--- src/rtl/i2c_stat_pkg.sv ---
package i2c_stat_pkg;

    localparam int BYTE_W = 8;
    localparam int ADDR_W = 10;

    // status word bit positions
    localparam int BIT_TXE   = 7;
    localparam int BIT_RXF   = 6;
    localparam int BIT_MATCH = 5;
    localparam int BIT_GC    = 4;
    localparam int BIT_DIR   = 3;
    localparam int BIT_ARB   = 2;

    // leading pattern of the first byte of a 10-bit address
    localparam logic [4:0] TENBIT_PREFIX = 5'b11110;

    typedef struct packed {
        logic txe;
        logic rxf;
        logic match;
        logic gc;
        logic dir;
        logic arb;
    } flags_t;

    localparam flags_t FLAGS_RESET = '{txe: 1'b1, rxf: 1'b0, match: 1'b0,
                                       gc: 1'b0, dir: 1'b0, arb: 1'b0};

endpackage

--- src/rtl/i2c_addr_match.sv ---
module i2c_addr_match
    import i2c_stat_pkg::*;
#(
    parameter int BW = BYTE_W,
    parameter int AW = ADDR_W
) (
    input  logic          clk,
    input  logic          rst_n,
    input  logic          enable,
    input  logic          slave,
    input  logic          addr10,
    input  logic          gc_en,
    input  logic [AW-1:0] own_addr,
    input  logic          first_done,
    input  logic          second_done,
    input  logic [BW-1:0] rx_byte,
    output logic          hit,
    output logic          special_seen,
    output logic          dir_bit
);

    localparam int HI_W = AW - BW;

    typedef struct packed {
        logic hi_pend;
    } am_state_t;

    am_state_t am_d, am_q;

    logic is_special;
    logic own7_hit;
    logic hi_ok;
    logic own10_hit;
    logic gc_hit;

    always_comb begin
        is_special = (rx_byte[BW-1:1] == '0);
        hi_ok      = (rx_byte[BW-1:BW-5] == TENBIT_PREFIX) &&
                     (rx_byte[HI_W:1] == own_addr[AW-1:BW]);
        own7_hit   = first_done && !addr10 &&
                     (rx_byte[BW-1:1] == own_addr[BW-2:0]);
        own10_hit  = second_done && addr10 && am_q.hi_pend &&
                     (rx_byte == own_addr[BW-1:0]);
        gc_hit     = first_done && gc_en && is_special;

        hit          = enable && slave && (own7_hit || own10_hit || gc_hit);
        special_seen = gc_en && is_special;
        dir_bit      = rx_byte[0];

        am_d = am_q;
        if (!enable || !slave) begin
            am_d.hi_pend = 1'b0;
        end else if (first_done) begin
            am_d.hi_pend = addr10 && hi_ok;
        end else if (second_done) begin
            am_d.hi_pend = 1'b0;
        end
    end

    always_ff @(posedge clk or negedge rst_n) begin
        if (!rst_n) begin
            am_q <= '0;
        end else begin
            am_q <= am_d;
        end
    end

    // a second address byte never matches in 7-bit mode
    assert_no_second_byte_hit_R6: assert property (@(posedge clk) disable iff (!rst_n)
        (second_done && !first_done && !addr10) |-> !hit);

    // a single-byte match is impossible in master mode
    assert_no_master_hit_R5: assert property (@(posedge clk) disable iff (!rst_n)
        !slave |-> !hit);

endmodule

--- src/rtl/i2c_flag_bank.sv ---
module i2c_flag_bank
    import i2c_stat_pkg::*;
#(
    parameter int BW = BYTE_W
) (
    input  logic          clk,
    input  logic          rst_n,
    input  logic          enable,
    input  logic          slave,
    input  logic          tx_empty_set,
    input  logic          data_wr,
    input  logic          rxf_set,
    input  logic          data_rd,
    input  logic          match_set,
    input  logic          special_seen,
    input  logic          addr1_seen,
    input  logic          dir_bit,
    input  logic          arb_set,
    input  logic          sts_rd,
    input  logic          rx_busy,
    input  logic          addr_busy,
    output logic [BW-1:0] status_word,
    output logic          irq
);

    flags_t fl_d, fl_q;
    logic   txe_mask;

    always_comb begin
        fl_d = fl_q;
        if (enable) begin
            // clears first, sets after, so a same-cycle set wins
            if (data_wr) fl_d.txe = 1'b0;
            if (data_rd) fl_d.rxf = 1'b0;
            if (sts_rd) begin
                fl_d.match = 1'b0;
                fl_d.arb   = 1'b0;
            end
            if (tx_empty_set) fl_d.txe   = 1'b1;
            if (rxf_set)      fl_d.rxf   = 1'b1;
            if (match_set)    fl_d.match = 1'b1;
            if (arb_set)      fl_d.arb   = 1'b1;
            if (addr1_seen) begin
                fl_d.dir = dir_bit;
                if (slave) fl_d.gc = special_seen;
            end
        end else begin
            fl_d.gc  = 1'b0;
            fl_d.dir = 1'b0;
        end

        status_word            = '0;
        status_word[BIT_TXE]   = fl_q.txe;
        status_word[BIT_RXF]   = fl_q.rxf;
        status_word[BIT_MATCH] = fl_q.match;
        status_word[BIT_GC]    = fl_q.gc;
        status_word[BIT_DIR]   = fl_q.dir;
        status_word[BIT_ARB]   = fl_q.arb;

        txe_mask = rx_busy || (addr_busy && fl_q.dir);
        irq      = enable && (fl_q.rxf || (fl_q.txe && !txe_mask) ||
                              fl_q.match || fl_q.arb);
    end

    always_ff @(posedge clk or negedge rst_n) begin
        if (!rst_n) begin
            fl_q <= FLAGS_RESET;
        end else begin
            fl_q <= fl_d;
        end
    end

    assert_match_read_clear_R5: assert property (@(posedge clk) disable iff (!rst_n)
        (enable && sts_rd && !match_set) |=> !fl_q.match);

    assert_set_wins_R11: assert property (@(posedge clk) disable iff (!rst_n)
        (enable && match_set) |=> fl_q.match);

    assert_disable_clears_R9: assert property (@(posedge clk) disable iff (!rst_n)
        !enable |=> (!fl_q.gc && !fl_q.dir));

    assert_txe_write_clear_R2: assert property (@(posedge clk) disable iff (!rst_n)
        (enable && data_wr && !tx_empty_set) |=> !fl_q.txe);

    assert_rxf_irq_R12: assert property (@(posedge clk) disable iff (!rst_n)
        (enable && rxf_set) |=> (irq || !enable));

    assert_arb_master_only_R10: assert property (@(posedge clk) disable iff (!rst_n)
        arb_set |-> !slave);

endmodule

--- src/rtl/i2c_irq_status.sv ---
module i2c_irq_status
    import i2c_stat_pkg::*;
#(
    parameter int BW = BYTE_W,
    parameter int AW = ADDR_W
) (
    input  logic          clk,
    input  logic          rst_n,
    input  logic          ctl_enable,
    input  logic          ctl_slave,
    input  logic          ctl_addr10,
    input  logic          ctl_gc_en,
    input  logic [AW-1:0] own_addr,
    input  logic          reg_rd,
    input  logic          reg_wr,
    input  logic          reg_sel,
    output logic [BW-1:0] sts_rdata,
    input  logic          eng_addr1_done,
    input  logic          eng_addr2_done,
    input  logic          eng_byte_done,
    input  logic [BW-1:0] eng_rx_byte,
    input  logic          eng_tx_empty,
    input  logic          eng_rx_busy,
    input  logic          eng_addr_busy,
    input  logic          eng_sda_check,
    input  logic          eng_sda_drive,
    input  logic          eng_sda_seen,
    output logic [BW-1:0] status_word,
    output logic          irq
);

    logic          sts_rd;
    logic          data_rd;
    logic          data_wr;
    logic          arb_set;
    logic          hit;
    logic          special_seen;
    logic          dir_bit;
    logic [BW-1:0] rdata_d, rdata_q;

    always_comb begin
        sts_rd  = reg_rd && !reg_sel;
        data_rd = reg_rd && reg_sel;
        data_wr = reg_wr && reg_sel;
        arb_set = ctl_enable && !ctl_slave && eng_sda_check &&
                  eng_sda_drive && !eng_sda_seen;
        rdata_d = sts_rd ? status_word : rdata_q;
    end

    always_ff @(posedge clk or negedge rst_n) begin
        if (!rst_n) begin
            rdata_q <= '0;
        end else begin
            rdata_q <= rdata_d;
        end
    end

    assign sts_rdata = rdata_q;

    i2c_addr_match #(.BW(BW), .AW(AW)) u_match (
        .clk          (clk),
        .rst_n        (rst_n),
        .enable       (ctl_enable),
        .slave        (ctl_slave),
        .addr10       (ctl_addr10),
        .gc_en        (ctl_gc_en),
        .own_addr     (own_addr),
        .first_done   (eng_addr1_done),
        .second_done  (eng_addr2_done),
        .rx_byte      (eng_rx_byte),
        .hit          (hit),
        .special_seen (special_seen),
        .dir_bit      (dir_bit)
    );

    i2c_flag_bank #(.BW(BW)) u_flags (
        .clk          (clk),
        .rst_n        (rst_n),
        .enable       (ctl_enable),
        .slave        (ctl_slave),
        .tx_empty_set (eng_tx_empty),
        .data_wr      (data_wr),
        .rxf_set      (eng_byte_done),
        .data_rd      (data_rd),
        .match_set    (hit),
        .special_seen (special_seen),
        .addr1_seen   (eng_addr1_done),
        .dir_bit      (dir_bit),
        .arb_set      (arb_set),
        .sts_rd       (sts_rd),
        .rx_busy      (eng_rx_busy),
        .addr_busy    (eng_addr_busy),
        .status_word  (status_word),
        .irq          (irq)
    );

    // status bits 1 and 0 are not owned here and always read 0
    assert_low_bits_zero_R1: assert property (@(posedge clk) disable iff (!rst_n)
        status_word[1:0] == 2'b00);

endmodule

--- config.mk ---
export PLATFORM = sky130hd
export DESIGN_NAME = i2c_irq_status
export DESIGN_NICKNAME = d
export VERILOG_FILES = /design/src/rtl/i2c_stat_pkg.sv /design/src/rtl/i2c_addr_match.sv /design/src/rtl/i2c_flag_bank.sv /design/src/rtl/i2c_irq_status.sv
export SDC_FILE = /design/constraint.sdc
export NUM_CORES = 1
export LEC_CHECK = 0
export BUFFER_PORTS_ARGS = -buffer_cell sky130_fd_sc_hd__buf_2
export CORE_ASPECT_RATIO = 1.75
export CORE_MARGIN = 1.5
export CORE_UTILIZATION = 40
export CTS_CLUSTER_DIAMETER = 60
export DETAILED_ROUTE_END_ITERATION = 7
export PLACE_DENSITY = 0.73
export RECOVER_POWER = 25
export SLEW_MARGIN = 20
export SYNTH_ARGS = -nofsm -noshare
export SYNTH_HDL_FRONTEND = slang
export SYNTH_HIERARCHICAL = 1
export SYNTH_SLANG_ARGS = --single-unit
--- constraint.sdc ---
create_clock -name clk -period 2.5 [get_ports clk]
set_input_delay 0.375 -clock clk [delete_from_list [all_inputs] [get_ports clk]]
set_output_delay 0.375 -clock clk [all_outputs]
set_load 0.05 [all_outputs]
After elaboration in Yosys (flattened, before gate mapping)

Index checks and enable logic that the tools add are counted.

Bits in registers: 13
Output and inout bits: 17
Input bits: 36
Word-level logic and storage cells: 73

Reductions and logical operators: 46
Mux-type cells: 13
Eq/ne operators: 6

Operators with widths:

| operator                                                                 | count |
|---|---|
| 1-bit logical AND                                                        | 22 |
| 1-bit 2-to-1 mux                                                         | 11 |
| 2-bit AND reduction                                                      | 5 |
| 8-bit == test                                                            | 1 |
| 2-bit nonzero test                                                       | 4 |
| 7-bit == test                                                            | 1 |
| 7-bit zero test                                                          | 1 |
| 1-bit logical OR                                                         | 7 |
| 1-bit zero test                                                          | 6 |
| 5-bit == test (second input constant)                                    | 1 |
| 2-bit 2-to-1 mux                                                         | 2 |
| 2-bit by 1-bit inequality test with 1-bit output (second input constant) | 2 |
| 3-bit nonzero test                                                       | 1 |
| 2-bit == test                                                            | 1 |

Logic depth before layout (Yosys ltp)

Depth in word-level cells: 8
Gate-level depth with buffers: 5
Gate-level depth less buffers: 5

Hierarchy

Netlist, hierarchy kept.

Modules (own cells, without submodules):

| module         | sequential area each (um^2) | area each (um^2) | cells each | times used |
|---|---|---|---|---|
| i2c_irq_status | 200.2                       | 375.4            | 22         | 1 |
| i2c_addr_match | 25.0                        | 299.0            | 37         | 1 |
| i2c_flag_bank  | 151.4                       | 284.0            | 26         | 1 |

Least setup slack after synthesis

OpenSTA, ideal clock, no wires.

Kind: flip-flop to output port
From: register u_flags.fl_q (netlist bit u_flags/status_word[7])
To: output port irq
Path slack: 731 ps
Arrival: 1394 ps
Buffers on the path: 0
Stages on the path, launching flop included: 4
Data required time: 2125 ps
Cell sequence: dfstp_2 > inv_1 > a211oi_1 > o41a_1

Word-level cells in the longest chain between the ends: 5

Ends and longest elaborated chain:

| item                           | line                 | source |
|---|---|---|
| start: declaration             | i2c_flag_bank.sv:26  | `flags_t fl_d, fl_q;` |
| start signal: assignment       | i2c_flag_bank.sv:69  | `fl_q <= fl_d;` |
| 1-bit logical AND              | i2c_flag_bank.sv:61  | `irq = enable && (fl_q.rxf \|\| (fl_q.txe && !txe_mask) \|\|` |
| 1-bit logical OR (2 in series) | i2c_flag_bank.sv:61  |  |
| 1-bit logical OR               | i2c_flag_bank.sv:62  | `fl_q.match \|\| fl_q.arb);` |
| 1-bit logical AND              | i2c_flag_bank.sv:61  |  |
| end: declaration               | i2c_irq_status.sv:29 | `output logic irq` |

No other way between the ends.

Worst setup path in the final report

Ends and elaborated chain as after synthesis.

==> impl_summary.md <==
CTS
The CTS tree is done. The buffer levels on the longest clock path is 2. The later-pin clock latency in the skew report is about 0.24 ns.

After clock tree synthesis, the setup repair step added 0 buffers. The cell at the root of the clock tree is clkbuf_8. The maximum level of the CTS H-tree is 1. The total CTS buffers is 3.

The post-cts hold buffer count is 0. The clock edge transition at the registers on the reported setup and hold paths is approximately 0.060 ns. Counting every sink on the clock net gives 15. The count of instances resized after the clock tree is built is 0.

Synthesis
By instance count, the leading cell after synthesis is dfrtp_1. In this run, distinct cell masters in the synthesized netlist total 31. In this run the cell area of the synthesized design comes to around 960 µm².

The most frequently used flop master after synthesis is dfrtp_1. The per-instance average area after synthesis is between 10 and 15 µm². Yosys mapped a number of flops with a built-in enable equal to 0. By area the synthesized netlist is led by dfrtp_1 (37%), mux2_4 (13%), xnor2_1 (8.2%). After technology mapping, the gate count stands at 85. The most area-hungry cell type in the Yosys netlist is dfrtp_1.

By count the netlist is led by dfrtp_1 (14), xnor2_1 (9), mux2_4 (8), xor2_1 (7), nand2_1 (6). The area share of the leading cell type in the synthesized netlist is 0.366. The proportion of register bits with asynchronous set or reset after synthesis is 1.00. The synthesis warning total is 6. The register area share after synthesis is 0.393. The number of synthesized register bits is 15.

Routing
Dividing the detail-routed via count by the number of cells gives 5.12. The final layout contains routed wiring with a total length of 2180 µm. For this block, the initial DRC count from the detailed router was 3. The number of remaining DRC errors is 0. Summing over every cut layer, the via total after detailed routing is between 800 and 900. The count of antenna-violating nets left after detailed routing is 0. For this run, the detailed router's first-pass iteration total came to 2. Dividing the detail-routed wire length by the instance count gives 13.6 µm.

Power and ir drop
In this run the static leakage power is slightly above 0.0006 µW. Power comes to about 710 µW. For this design the ratio of total power to cell area is around 570 nW/µm². IR analysis of the VDD net gives a maximum drop of 0.000250 V.

Floorplan
The initial core utilization is 0.422. In this run the count of I/O pins placed on the die edge is 53. The horizontal extent of the die is approximately 40 µm. The area of the die is 2710 µm². The die is just under 70 µm tall. The core region is around 2300 µm². The number of standard-cell rows in the floorplan is 23.

Layout
In the final layout, the share of cells above drive strength 1 is 0.489. The layout overhead on the synthesized area is 30.0%. The repair_antennas step left the layout with diodes totalling 0. The final layout net count is 172.

Critical path
Traced cell by cell, the critical path runs through inv_1, a211oi_1, o41a_1, buf_2. At the worst endpoint, the arrival time is 1.40 ns. In this run the worst path has a maximum fanout of 4. The slowest cell on the critical path is dfstp_2. The type of the worst setup path is flip-flop to output port. STA classifies the critical path endpoint as an output port. STA puts the critical path data required time at around 2.1 ns. The worst setup path is launched from a flip-flop. The biggest cell delay along the critical path is ~0.55 ns.

STA
In the final timing run, aggregate negative setup slack is 0 ns. The worst-margin pin slew is ~0.77 ns. The hold violation count in the final report is 0. The final setup violation count is 0. In this run the tightest slew margin relative to its limit is 0.489. Setup repair after global routing left no endpoint under its margin.

The count of final max-slew check failures is 0. The share of the clock period used by the worst path is 0.708. The final worst clock skew is approximately 0.00055 ns. Static timing analysis puts the maximum clock frequency at about 0.56 GHz. The final critical delay including setup and external delays is ~1.8 ns.

Global route
The global route total overflow is 0. The number of antenna violations at the first check in global routing was 0. The largest net degree at the start of global routing is 16.

The first global-routing pass estimated about 3500 µm of wire. The via count of the first global-routing pass was 810. The global-route usage over all layers is 0.187.

Place
The estimated wirelength of the detail-placed design is around 1800 µm. Routability-driven placement finished with a final weighted congestion of around 0.8. The number of port buffers is 50.

Job
The tool flagged a number of max-cap violations equal to 0.

Outcome
The flow ran to the end, and the final reports show no timing, DRC or antenna violations.

Hold path
The path category of the worst min-delay check is input port to async pin.
[layer usage]
layer  vias to the layer above  wire length [µm]  track usage
li1                        398                 -            -
met1                       369               814        0.192
met2                        48              1140        0.325
met3                         4               171       0.0296
met4                         0                55        0.121
met5                         -                 0            0
[stage by stage]
step	worst slack, ns	utilization	hold slack (ns)	instances	area (µm²)
finish	0.729	0.548	0.179	160	1250
global placement	0.984	0.529	0.293	156	1200
floorplan	0.731	-	0.0794	86	962
detailed placement	0.960	0.529	0.293	156	1200
global route	0.645	0.548	0.262	160	1250
CTS	0.717	0.549	0.0315	160	1250
[report_power, final]
group | internal (µW) | switching [µW] | leakage (µW) | total, µW
sequential | 266 | 14.9 | 0.000189 | 281
combinational | 86.1 | 152 | 0.000404 | 238
clock | 113 | 77.4 | 0.0000228 | 190
[final cells by class]
cell class	count	area, µm²
clock buffer	4	45.0
tap	25	31.3
fill	210	1030
sequential	15	377
multi-input combinational	65	541
timing repair buffer	50	249
inverter	1	3.75
[worst paths after layout]
check	from	slack [ns]	cells past startpoint	to
setup reg to reg	u_match/am_q	1.33	4	u_flags/status_word[5]
hold / removal	rst_n	0.18	1	u_flags/status_word[6]
hold reg to reg	sts_rdata[1]	0.51	1	sts_rdata[1]
min in group clk	eng_byte_done	0.37	2	u_flags/status_word[6]
setup / recovery	u_flags/status_word[7]	0.73	4	irq
max in group asynchronous	rst_n	1.84	1	sts_rdata[4]
[state kept, by name, summed over array words and instances (netlist names)]
register	cells
sts_rdata	8
u_flags/status_word	6
u_match/am_q	1
[cell families (layout without fill, tap and decap cells)]
kind of cell	Yosys count	count (layout)	share of synthesized area
and+or+nand+nor	27	27	0.171
xor gates and xnor gates	17	17	0.163
AOI/OAI and AO/OA	10	10	0.0862
muxes	9	9	0.136
DFF	15	15	0.393
buffers and inverters	6	55	0.0470
other	1	2	0.00391
[worst max-delay path: cells and delay by family, from the launching register on]
family	cells	cell delay (ns)
flip-flops	1	0.55
AO/OA/AOI/OAI	2	0.30
buffers and inverters	2	0.29
[cells in the final DEF, fill, tap and decap left out, types with 2 or more instances in the layout]
cell	Yosys	routed
a22o_1	3	3
and2_2	2	2
buf_2	0	49
clkbuf_1	0	2
clkbuf_8	0	3
conb_1	1	2
dfrtp_1	14	14
mux2_4	8	8
nand2_1	6	6
nand3_1	3	3
nand4_1	3	3
nor2_1	2	2
nor3b_1	3	3
nor4_1	3	3
xnor2_1	9	9
xor2_1	7	7
(Power assumes the default switching activity.)
